==> src/rtl/rf_alu_pkg.sv <==
package rf_alu_pkg;

  typedef enum logic [4:0] {
    OP_NONE,
    OP_STORE_ACC,
    OP_ZERO,
    OP_SUB,
    OP_DEC,
    OP_OR,
    OP_AND,
    OP_XOR,
    OP_ADD,
    OP_MOVE,
    OP_NOT,
    OP_INC,
    OP_DEC_SKIP,
    OP_ROR,
    OP_ROL,
    OP_SWAP,
    OP_INC_SKIP,
    OP_BIT_CLR,
    OP_BIT_SET,
    OP_TEST_CLR,
    OP_TEST_SET
  } op_e;

endpackage

==> src/rtl/rf_alu_decode.sv <==
module rf_alu_decode
  import rf_alu_pkg::*;
#(
  parameter int unsigned BIT_W = 3
) (
  input  logic [6:0]       fld_i,
  output op_e              op_o,
  output logic             to_reg_o,
  output logic [BIT_W-1:0] bitsel_o
);

  assign to_reg_o = fld_i[0];
  assign bitsel_o = fld_i[BIT_W-1:0];

  always_comb begin
    op_o = OP_NONE;
    if (fld_i[6]) begin
      op_o = OP_NONE;
    end else if (fld_i[5]) begin
      unique case (fld_i[4:3])
        2'b00:   op_o = OP_BIT_CLR;
        2'b01:   op_o = OP_BIT_SET;
        2'b10:   op_o = OP_TEST_CLR;
        default: op_o = OP_TEST_SET;
      endcase
    end else begin
      unique case (fld_i[4:1])
        4'b0000: op_o = fld_i[0] ? OP_STORE_ACC : OP_NONE;
        4'b0001: op_o = OP_ZERO;
        4'b0010: op_o = OP_SUB;
        4'b0011: op_o = OP_DEC;
        4'b0100: op_o = OP_OR;
        4'b0101: op_o = OP_AND;
        4'b0110: op_o = OP_XOR;
        4'b0111: op_o = OP_ADD;
        4'b1000: op_o = OP_MOVE;
        4'b1001: op_o = OP_NOT;
        4'b1010: op_o = OP_INC;
        4'b1011: op_o = OP_DEC_SKIP;
        4'b1100: op_o = OP_ROR;
        4'b1101: op_o = OP_ROL;
        4'b1110: op_o = OP_SWAP;
        default: op_o = OP_INC_SKIP;
      endcase
    end
  end

endmodule

==> src/rtl/rf_alu_exec.sv <==
module rf_alu_exec
  import rf_alu_pkg::*;
#(
  parameter int unsigned DATA_W = 8,
  parameter int unsigned BIT_W  = 3
) (
  input  op_e               op_i,
  input  logic              to_reg_i,
  input  logic [BIT_W-1:0]  bitsel_i,
  input  logic [DATA_W-1:0] acc_i,
  input  logic [DATA_W-1:0] reg_i,
  input  logic              c_i,
  output logic [DATA_W-1:0] res_o,
  output logic              z_o,
  output logic              c_o,
  output logic              dc_o,
  output logic              upd_z_o,
  output logic              upd_c_o,
  output logic              upd_dc_o,
  output logic              wr_acc_o,
  output logic              wr_reg_o,
  output logic              skip_o
);

  localparam int unsigned NIB_W = DATA_W / 2;
  localparam logic [DATA_W:0]   ONE_W  = 1;
  localparam logic [NIB_W:0]    ONE_N  = 1;
  localparam logic [DATA_W-1:0] ONE_D  = 1;

  logic [DATA_W:0]   sum_w, dif_w;
  logic [NIB_W:0]    sum_n, dif_n;
  logic [DATA_W-1:0] inc_v, dec_v, mask_v;
  logic              sel_bit;
  logic              by_dest;
  logic              to_reg_forced;

  assign sum_w   = {1'b0, acc_i} + {1'b0, reg_i};
  assign sum_n   = {1'b0, acc_i[NIB_W-1:0]} + {1'b0, reg_i[NIB_W-1:0]};
  assign dif_w   = {1'b0, reg_i} + {1'b0, ~acc_i} + ONE_W;
  assign dif_n   = {1'b0, reg_i[NIB_W-1:0]} + {1'b0, ~acc_i[NIB_W-1:0]} + ONE_N;
  assign inc_v   = reg_i + ONE_D;
  assign dec_v   = reg_i - ONE_D;
  assign mask_v  = ONE_D << bitsel_i;
  assign sel_bit = |(reg_i & mask_v);

  always_comb begin
    res_o         = reg_i;
    c_o           = c_i;
    dc_o          = 1'b0;
    upd_z_o       = 1'b0;
    upd_c_o       = 1'b0;
    upd_dc_o      = 1'b0;
    by_dest       = 1'b0;
    to_reg_forced = 1'b0;
    skip_o        = 1'b0;
    unique case (op_i)
      OP_STORE_ACC: begin res_o = acc_i; to_reg_forced = 1'b1; end
      OP_ZERO:      begin res_o = '0; upd_z_o = 1'b1; by_dest = 1'b1; end
      OP_SUB: begin
        res_o = dif_w[DATA_W-1:0]; c_o = dif_w[DATA_W]; dc_o = dif_n[NIB_W];
        upd_z_o = 1'b1; upd_c_o = 1'b1; upd_dc_o = 1'b1; by_dest = 1'b1;
      end
      OP_ADD: begin
        res_o = sum_w[DATA_W-1:0]; c_o = sum_w[DATA_W]; dc_o = sum_n[NIB_W];
        upd_z_o = 1'b1; upd_c_o = 1'b1; upd_dc_o = 1'b1; by_dest = 1'b1;
      end
      OP_DEC:  begin res_o = dec_v;          upd_z_o = 1'b1; by_dest = 1'b1; end
      OP_OR:   begin res_o = acc_i | reg_i;  upd_z_o = 1'b1; by_dest = 1'b1; end
      OP_AND:  begin res_o = acc_i & reg_i;  upd_z_o = 1'b1; by_dest = 1'b1; end
      OP_XOR:  begin res_o = acc_i ^ reg_i;  upd_z_o = 1'b1; by_dest = 1'b1; end
      OP_MOVE: begin res_o = reg_i;          upd_z_o = 1'b1; by_dest = 1'b1; end
      OP_NOT:  begin res_o = ~reg_i;         upd_z_o = 1'b1; by_dest = 1'b1; end
      OP_INC:  begin res_o = inc_v;          upd_z_o = 1'b1; by_dest = 1'b1; end
      OP_DEC_SKIP: begin res_o = dec_v; skip_o = (dec_v == '0); by_dest = 1'b1; end
      OP_INC_SKIP: begin res_o = inc_v; skip_o = (inc_v == '0); by_dest = 1'b1; end
      OP_ROR: begin
        res_o = {c_i, reg_i[DATA_W-1:1]}; c_o = reg_i[0]; upd_c_o = 1'b1; by_dest = 1'b1;
      end
      OP_ROL: begin
        res_o = {reg_i[DATA_W-2:0], c_i}; c_o = reg_i[DATA_W-1]; upd_c_o = 1'b1; by_dest = 1'b1;
      end
      OP_SWAP: begin
        res_o = {reg_i[NIB_W-1:0], reg_i[DATA_W-1:NIB_W]}; by_dest = 1'b1;
      end
      OP_BIT_CLR:  begin res_o = reg_i & ~mask_v; to_reg_forced = 1'b1; end
      OP_BIT_SET:  begin res_o = reg_i | mask_v;  to_reg_forced = 1'b1; end
      OP_TEST_CLR: skip_o = ~sel_bit;
      OP_TEST_SET: skip_o = sel_bit;
      default: ;
    endcase
  end

  assign z_o      = (res_o == '0);
  assign wr_acc_o = by_dest & ~to_reg_i;
  assign wr_reg_o = (by_dest & to_reg_i) | to_reg_forced;

endmodule

==> src/rtl/rf_alu.sv <==
module rf_alu
  import rf_alu_pkg::*;
#(
  parameter int unsigned ADDR_W = 6,
  parameter int unsigned DATA_W = 8
) (
  input  logic                     clk,
  input  logic                     rst_n,
  input  logic                     insn_valid,
  input  logic [ADDR_W+6:0]        insn,
  output logic [ADDR_W-1:0]        rf_addr,
  input  logic [DATA_W-1:0]        rf_rdata,
  output logic                     rf_we,
  output logic [DATA_W-1:0]        rf_wdata,
  output logic [DATA_W-1:0]        acc,
  output logic                     flag_z,
  output logic                     flag_c,
  output logic                     flag_dc,
  output logic                     skip
);

  localparam int unsigned BIT_W  = $clog2(DATA_W);
  localparam int unsigned INSN_W = ADDR_W + 7;

  op_e               op;
  logic              to_reg;
  logic [BIT_W-1:0]  bitsel;
  logic [DATA_W-1:0] res;
  logic              z_new, c_new, dc_new;
  logic              upd_z, upd_c, upd_dc;
  logic              wr_acc, wr_reg, ex_skip;

  logic [DATA_W-1:0] acc_q, acc_d;
  logic              z_q, z_d, c_q, c_d, dc_q, dc_d;
  logic              acc_en, z_en, c_en, dc_en;

  rf_alu_decode #(.BIT_W(BIT_W)) u_dec (
    .fld_i    (insn[INSN_W-1:ADDR_W]),
    .op_o     (op),
    .to_reg_o (to_reg),
    .bitsel_o (bitsel)
  );

  rf_alu_exec #(.DATA_W(DATA_W), .BIT_W(BIT_W)) u_exe (
    .op_i     (op),
    .to_reg_i (to_reg),
    .bitsel_i (bitsel),
    .acc_i    (acc_q),
    .reg_i    (rf_rdata),
    .c_i      (c_q),
    .res_o    (res),
    .z_o      (z_new),
    .c_o      (c_new),
    .dc_o     (dc_new),
    .upd_z_o  (upd_z),
    .upd_c_o  (upd_c),
    .upd_dc_o (upd_dc),
    .wr_acc_o (wr_acc),
    .wr_reg_o (wr_reg),
    .skip_o   (ex_skip)
  );

  // clock enables
  assign acc_en = insn_valid & wr_acc;
  assign z_en   = insn_valid & upd_z;
  assign c_en   = insn_valid & upd_c;
  assign dc_en  = insn_valid & upd_dc;

  // next state
  always_comb begin
    acc_d = acc_q;
    z_d   = z_q;
    c_d   = c_q;
    dc_d  = dc_q;
    if (acc_en) acc_d = res;
    if (z_en)   z_d   = z_new;
    if (c_en)   c_d   = c_new;
    if (dc_en)  dc_d  = dc_new;
  end

  // state registers
  always_ff @(posedge clk or negedge rst_n) begin
    if (!rst_n) begin
      acc_q <= '0;
      z_q   <= 1'b0;
      c_q   <= 1'b0;
      dc_q  <= 1'b0;
    end else begin
      acc_q <= acc_d;
      z_q   <= z_d;
      c_q   <= c_d;
      dc_q  <= dc_d;
    end
  end

  assign rf_addr  = insn[ADDR_W-1:0];
  assign rf_we    = insn_valid & wr_reg;
  assign rf_wdata = res;
  assign skip     = insn_valid & ex_skip;
  assign acc      = acc_q;
  assign flag_z   = z_q;
  assign flag_c   = c_q;
  assign flag_dc  = dc_q;

endmodule

==> config.mk <==
export PLATFORM = sky130hd
export DESIGN_NAME = rf_alu
export DESIGN_NICKNAME = d
export VERILOG_FILES = /design/src/rtl/rf_alu_pkg.sv /design/src/rtl/rf_alu_decode.sv /design/src/rtl/rf_alu_exec.sv /design/src/rtl/rf_alu.sv
export SDC_FILE = /design/constraint.sdc
export NUM_CORES = 1
export LEC_CHECK = 0
export BUFFER_PORTS_ARGS = -buffer_cell sky130_fd_sc_hd__buf_4
export CAP_MARGIN = 10
export CORE_ASPECT_RATIO = 0.9
export CORE_UTILIZATION = 59
export CTS_CLUSTER_SIZE = 20
export DETAILED_ROUTE_END_ITERATION = 16
export PLACE_DENSITY_LB_ADDON = 0.25
export SKIP_CTS_REPAIR_TIMING = 1
export SYNTH_ARGS = -nofsm -noshare
export SYNTH_HDL_FRONTEND = slang
export SYNTH_SLANG_ARGS = --single-unit
==> constraint.sdc <==
create_clock -name clk -period 4.6 [get_ports clk]
set_clock_uncertainty 0.1 [all_clocks]
set_input_delay 0.92 -clock clk [delete_from_list [all_inputs] [get_ports clk]]
set_output_delay 0.92 -clock clk [all_outputs]
set_load 0.02 [all_outputs]
* After elaboration in Yosys (flattened, before gate mapping)
Cells that the tools add are included.
Word-level totals: register bits after elaboration 11, bits of input ports 24, output and inout port bits 27, word-level logic and storage cells 99
Cells by class: add/subtract/negate cells 8, eq/ne operators 36, shift operators 1, multiplexer cells 14, bitwise operators 21, reduce and logical (&&, ||, !) cells 15
Operators by type and width (number):
- 8-bit one-hot mux with 15 select lines | 1
- 5-bit one-hot mux with 15 select lines | 1
- 5-bit by 4-bit equality test with 1-bit output, second input constant | 8
- 4-bit equality test, second input constant | 7
- 5-bit equality test, second input constant | 5
- 8-bit AND | 3
- 8-bit zero test | 3
- 8-bit NOT | 3
- 5-bit by 3-bit equality test with 1-bit output, second input constant | 4
- 8-bit by 8-bit adder with 9-bit output | 2
- 4-bit by 3-bit equality test with 1-bit output, second input constant | 4
- 8-bit OR | 2
- 15-bit OR reduction | 1
- 4-bit by 4-bit adder with 5-bit output | 2
- 5-bit by 2-bit equality test with 1-bit output, second input constant | 2
- 5-bit 2-to-1 mux | 2
- 10-bit OR reduction | 1
- 9-bit by 1-bit adder with 9-bit output, second input constant | 1
- 3-bit one-hot mux with 3 select lines | 1
- 8-bit by 1-bit adder with 8-bit output, second input constant | 1
- 1-bit AND | 8
- 4-bit by 2-bit equality test with 1-bit output, second input constant | 2
- 1-bit one-hot mux with 4 select lines | 2
- 8-bit OR reduction | 1
- 20 further kinds | 28

* Longest topological paths before layout
word-level depth 10, mapped depth 15, depth with buffers taken out 13

* By module
From an unflattened synthesis, not the netlist that was laid out.
Unflattened totals: cells, all modules 458, area, all modules 3363.2 µm²
By module, submodules not included:
- rf_alu_exec | times used 1, cells an instance 380, area each 2566.2 µm², sequential area each 0.0 µm²
- rf_alu | times used 1, cells an instance 34, area each 481.7 µm², sequential area each 275.3 µm²
- rf_alu_decode | times used 1, cells an instance 44, area each 315.3 µm², sequential area each 0.0 µm²

* Least setup slack after synthesis
OpenSTA, ideal clock, no wires.
path kind input port to output port, from input insn[8], to output rf_wdata[2], arrival time 3560 ps, data required time 3580 ps, slack 20 ps, cell stages on the path 12, cell sequence clkbuf_1 -> inv_1 -> ha_1 -> a22oi_1 -> a22o_1 -> a22oi_1 -> and2_1 -> buf_2 -> a221oi_1 -> nand4_1 -> a2111oi_1 -> inv_1
Between the ends: cells in the longest elaborated chain, start to end 7, elaborated cells on any way between the ends 42
RTL lines:
- from (decl) | line rf_alu.sv:10 | input logic [ADDR_W+6:0] insn,
- 4-bit equality test (tied with other cells) | line rf_alu_decode.sv:27 | unique case (fld_i[4:1])
- 5-bit one-hot mux with 15 select lines | line rf_alu_decode.sv:27
- 5-bit 2-to-1 mux | line rf_alu_decode.sv:19 | end else if (fld_i[5]) begin
- 5-bit 2-to-1 mux | line rf_alu_decode.sv:17 | if (fld_i[6]) begin
- 5-bit by 4-bit equality test with 1-bit output (tied with other cells) | line rf_alu_exec.sv:56 | unique case (op_i)
- 2-bit OR reduction (no line)
- 8-bit one-hot mux with 15 select lines * | line rf_alu_exec.sv:56
- to (decl) | line rf_alu.sv:14 | output logic [DATA_W-1:0] rf_wdata,
Mark *: on every way between the ends. The rest lies on a longest branch, timed or not.

* Worst setup path after layout
from input insn[8], to output rf_wdata[6]
Same word-level chain as after synthesis.

==> metrics.md <==
| Metric | Value |
|---|---|
| Register area share after synthesis | `8.600%` |
| CP arrival | `3600 ps` |
| WL/cell | `23.60 microns` |
| Share of the synthesized area in the top cell type | `12.51%` |
| Post-synthesis cell count | `439` |
| GPL Wtd Cong | `1.088` |
| Fmax | `216.3 MHz` |
| CTS tree | `done` |
| Worst min path class | `in2async` |
| Largest net degree at the start of global routing | `17` |
| GR peak layer | `met2` |
| DR vias | `4272` |
| Die width | `79.64 microns` |
| Die area | `around 0.0057 sq mm` |
| First drt pass iteration count | `7` |
| Largest fanout on the critical path | `10` |
| Total power | `~0.0012 W` |
| I/O Pins | `51` |
| Final worst setup slack | `-22.68 ps` |
| Synthesis-to-finish area growth | `29.52%` |
| Endpoints failing hold | `0` |
| Power Density | `295.5 mW/mm^2` |
| Clock-pin slew on the worst setup and hold paths | `70 ps` |
| Fillers | `377` |
| MaxCap Viol Count | `0` |
| Initial antenna violation count | `0` |
| Area after DPL | `0.003875 sq mm` |
| Largest cells by area after synthesis | `ha_1 (13%), dfrtp_1 (8.6%), a21oi_1 (5.6%), nor2_1 (4.6%), nand2_1 (4.3%)` |
| Fin crit share | `100.5%` |
| Total wire length | `around 14000 microns` |
| Slew Limit Fails | `0` |
| Clock sink count | `11` |
| Vias in the first global route | `3905` |
| Share of cells above drive strength 1 | `31.08%` |
| Met3 usage | `14.39%` |
| Row count | `25` |
| Met2 Resource Use GR | `about two thirds` |
| Num CTS Buffers | `3` |
| Most common cell after layout, fill and taps aside | `buf_4` |
| Startpoint types | `primary input` |
| Core Area | `0.005224 sq mm` |
| Synthesized Nets | `497` |
| Cell Area, Synth | `0.003201 sq mm` |
| Max Buffers Root-to-Sink | `2` |
| Most frequent cells in the layout | `buf_4 (102), nor2_1 (38), nand2_1 (36), a21oi_1 (35), ha_1 (25)` |
| Final design utilization | `79.35%` |
| Vias per Instance | `7.303` |
| Async set or reset register ratio after synthesis | `between 90% and 100%` |
| Chip Height | `71.87 microns` |
| Synth Register Bits | `11` |
| Worst EP required | `3580 ps` |
| GRT Total Usage | `a little under half` |
| Worst skew pair latency | `between 200 and 300 ps` |
| Crit path time final | `4623 ps` |
| Status | `finished with violations` |
| Ant diodes | `0` |
| Antenna-violating nets left | `0` |
| CTS H-tree depth | `1` |
| Post-synth cell types | `slightly below 80` |
| Grt ovf | `0` |
| VDD IR-drop max | `0.3604 mV` |
| Met1 Use GR | `64.95%` |
| Root Buffer | `clkbuf_8` |
| Cell area after layout | `0.004145 sq mm` |
| Initial Util | `~61%` |
| Number of synthesized flops with an enable pin | `0` |
| Worst slew margin | `54.46%` |
| LEAKAGE | `1.774 nW` |
| Port bufs | `38` |
| RSZ-0062 raised after global routing | `true` |
| Detailed Place HPWL | `between 10000 and 15000 microns` |
| Critical path capture point type | `primary output` |
| Critical Setup Path Class | `in2out` |
| First-pass GRT wire length | `slightly above 20000 microns` |
| Actual slew at the worst max-slew pin | `677.4 ps` |
| Final #Nets | `577` |
| # DRC | `0` |
| Ys flop type | `dfrtp_1` |
| Final setup viols | `3` |
| DR iter-0 viols | `708` |
| Mapped Avg Cell Area | `7.291 sq um` |
| Setup_tns | `-39.81 ps` |
| Synth warnings | `0` |
| Violated checks | `negative setup slack` |
| Largest area contributor in the netlist | `ha_1` |
==> critical path, stage by stage <==
cell	delay [ps]
buf_4	130
buf_4	170
ha_2	210
a22oi_2	160
buf_4	160
buf_4	110
nand4_1	200
buf_4	220
nor4_2	360
or2_0	220
buf_4	180
nand2_1	80
o2111ai_1	120
nand4b_1	190
buf_4	170
==> final timing paths <==
kind | slack [ps] | start | cells past startpoint | to
worst max-delay path | -20 | insn[8] | 15 | rf_wdata[6]
worst min-delay path | 390 | rst_n | 1 | acc[2]
worst max register to register | 1240 | acc[0] | 11 | flag_z
worst min register to register | 430 | flag_dc | 1 | flag_dc
max in group asynchronous | 3830 | rst_n | 1 | flag_c
min in group clk | 430 | flag_dc | 1 | flag_dc
==> where the power goes <==
group	total [W]	internal, W	leakage, nW	switching [W]
clock	0.000105	0.0000611	0.0228	0.0000441
sequential	0.000205	0.000133	0.127	0.0000719
combinational	0.000915	0.000372	1.62	0.000543
==> metrics by stage <==
step           hold slack, ps  std cells  setup slack, ps
3_3_place_gp            395.8        576           -125.0
2_1_floorplan           524.4        439            19.86
4_1_cts                 399.6        580           -129.2
5_1_grt                 398.5        585           -80.77
3_5_place_dp            410.2        576           -121.9
6_report                392.7        585           -22.68
==> logic make-up after synthesis <==
family	synth area share (%)
flops	8.600
simple gates	25.25
compound gates	36.28
xor+xnor	4.926
fa+ha+maj	13.76
buf+inv	8.053
mux	3.127
==> per-layer routing <==
layer | part of all wire, % | vias to the layer above | wire (microns)
met2 | 41 | 438 | 5592
met3 | 17 | 117 | 2306
met1 | 37 | 1894 | 5111
li1 | - | 1823 | -
met5 | 0 | - | 0
met4 | 5.8 | 0 | 797
==> state kept, by name, summed over array words and instances (netlist names) <==
name     cells
acc          8
flag_c       1
flag_dc      1
flag_z       1
==> synthesized netlist by cell type, types with 6 or more instances <==
cell	instances
a21oi_1	36
xnor2_1	10
clkbuf_1	16
nand4_1	13
o21ai_0	21
nand3_1	16
inv_1	24
nand2_1	37
a22o_1	6
buf_4	8
ha_1	32
o31ai_1	7
nor3_1	9
dfrtp_1	11
or3_1	6
xor2_1	8
a221oi_1	7
a22oi_1	6
nor2_1	39
nor4_1	9
==> layout make-up <==
type | instances | area [sq um] | area share [%]
Sequential cell | 11 | 275.3 | 6.641
Timing Repair Buffer | 106 | 810.8 | 19.56
Tap cell | 67 | 83.83 | 2.022
Clock buffer | 4 | 45.04 | 1.087
Multi-Input combinational cell | 373 | 2836 | 68.43
Inverter | 24 | 93.84 | 2.264
(Power assumes the default switching activity.)
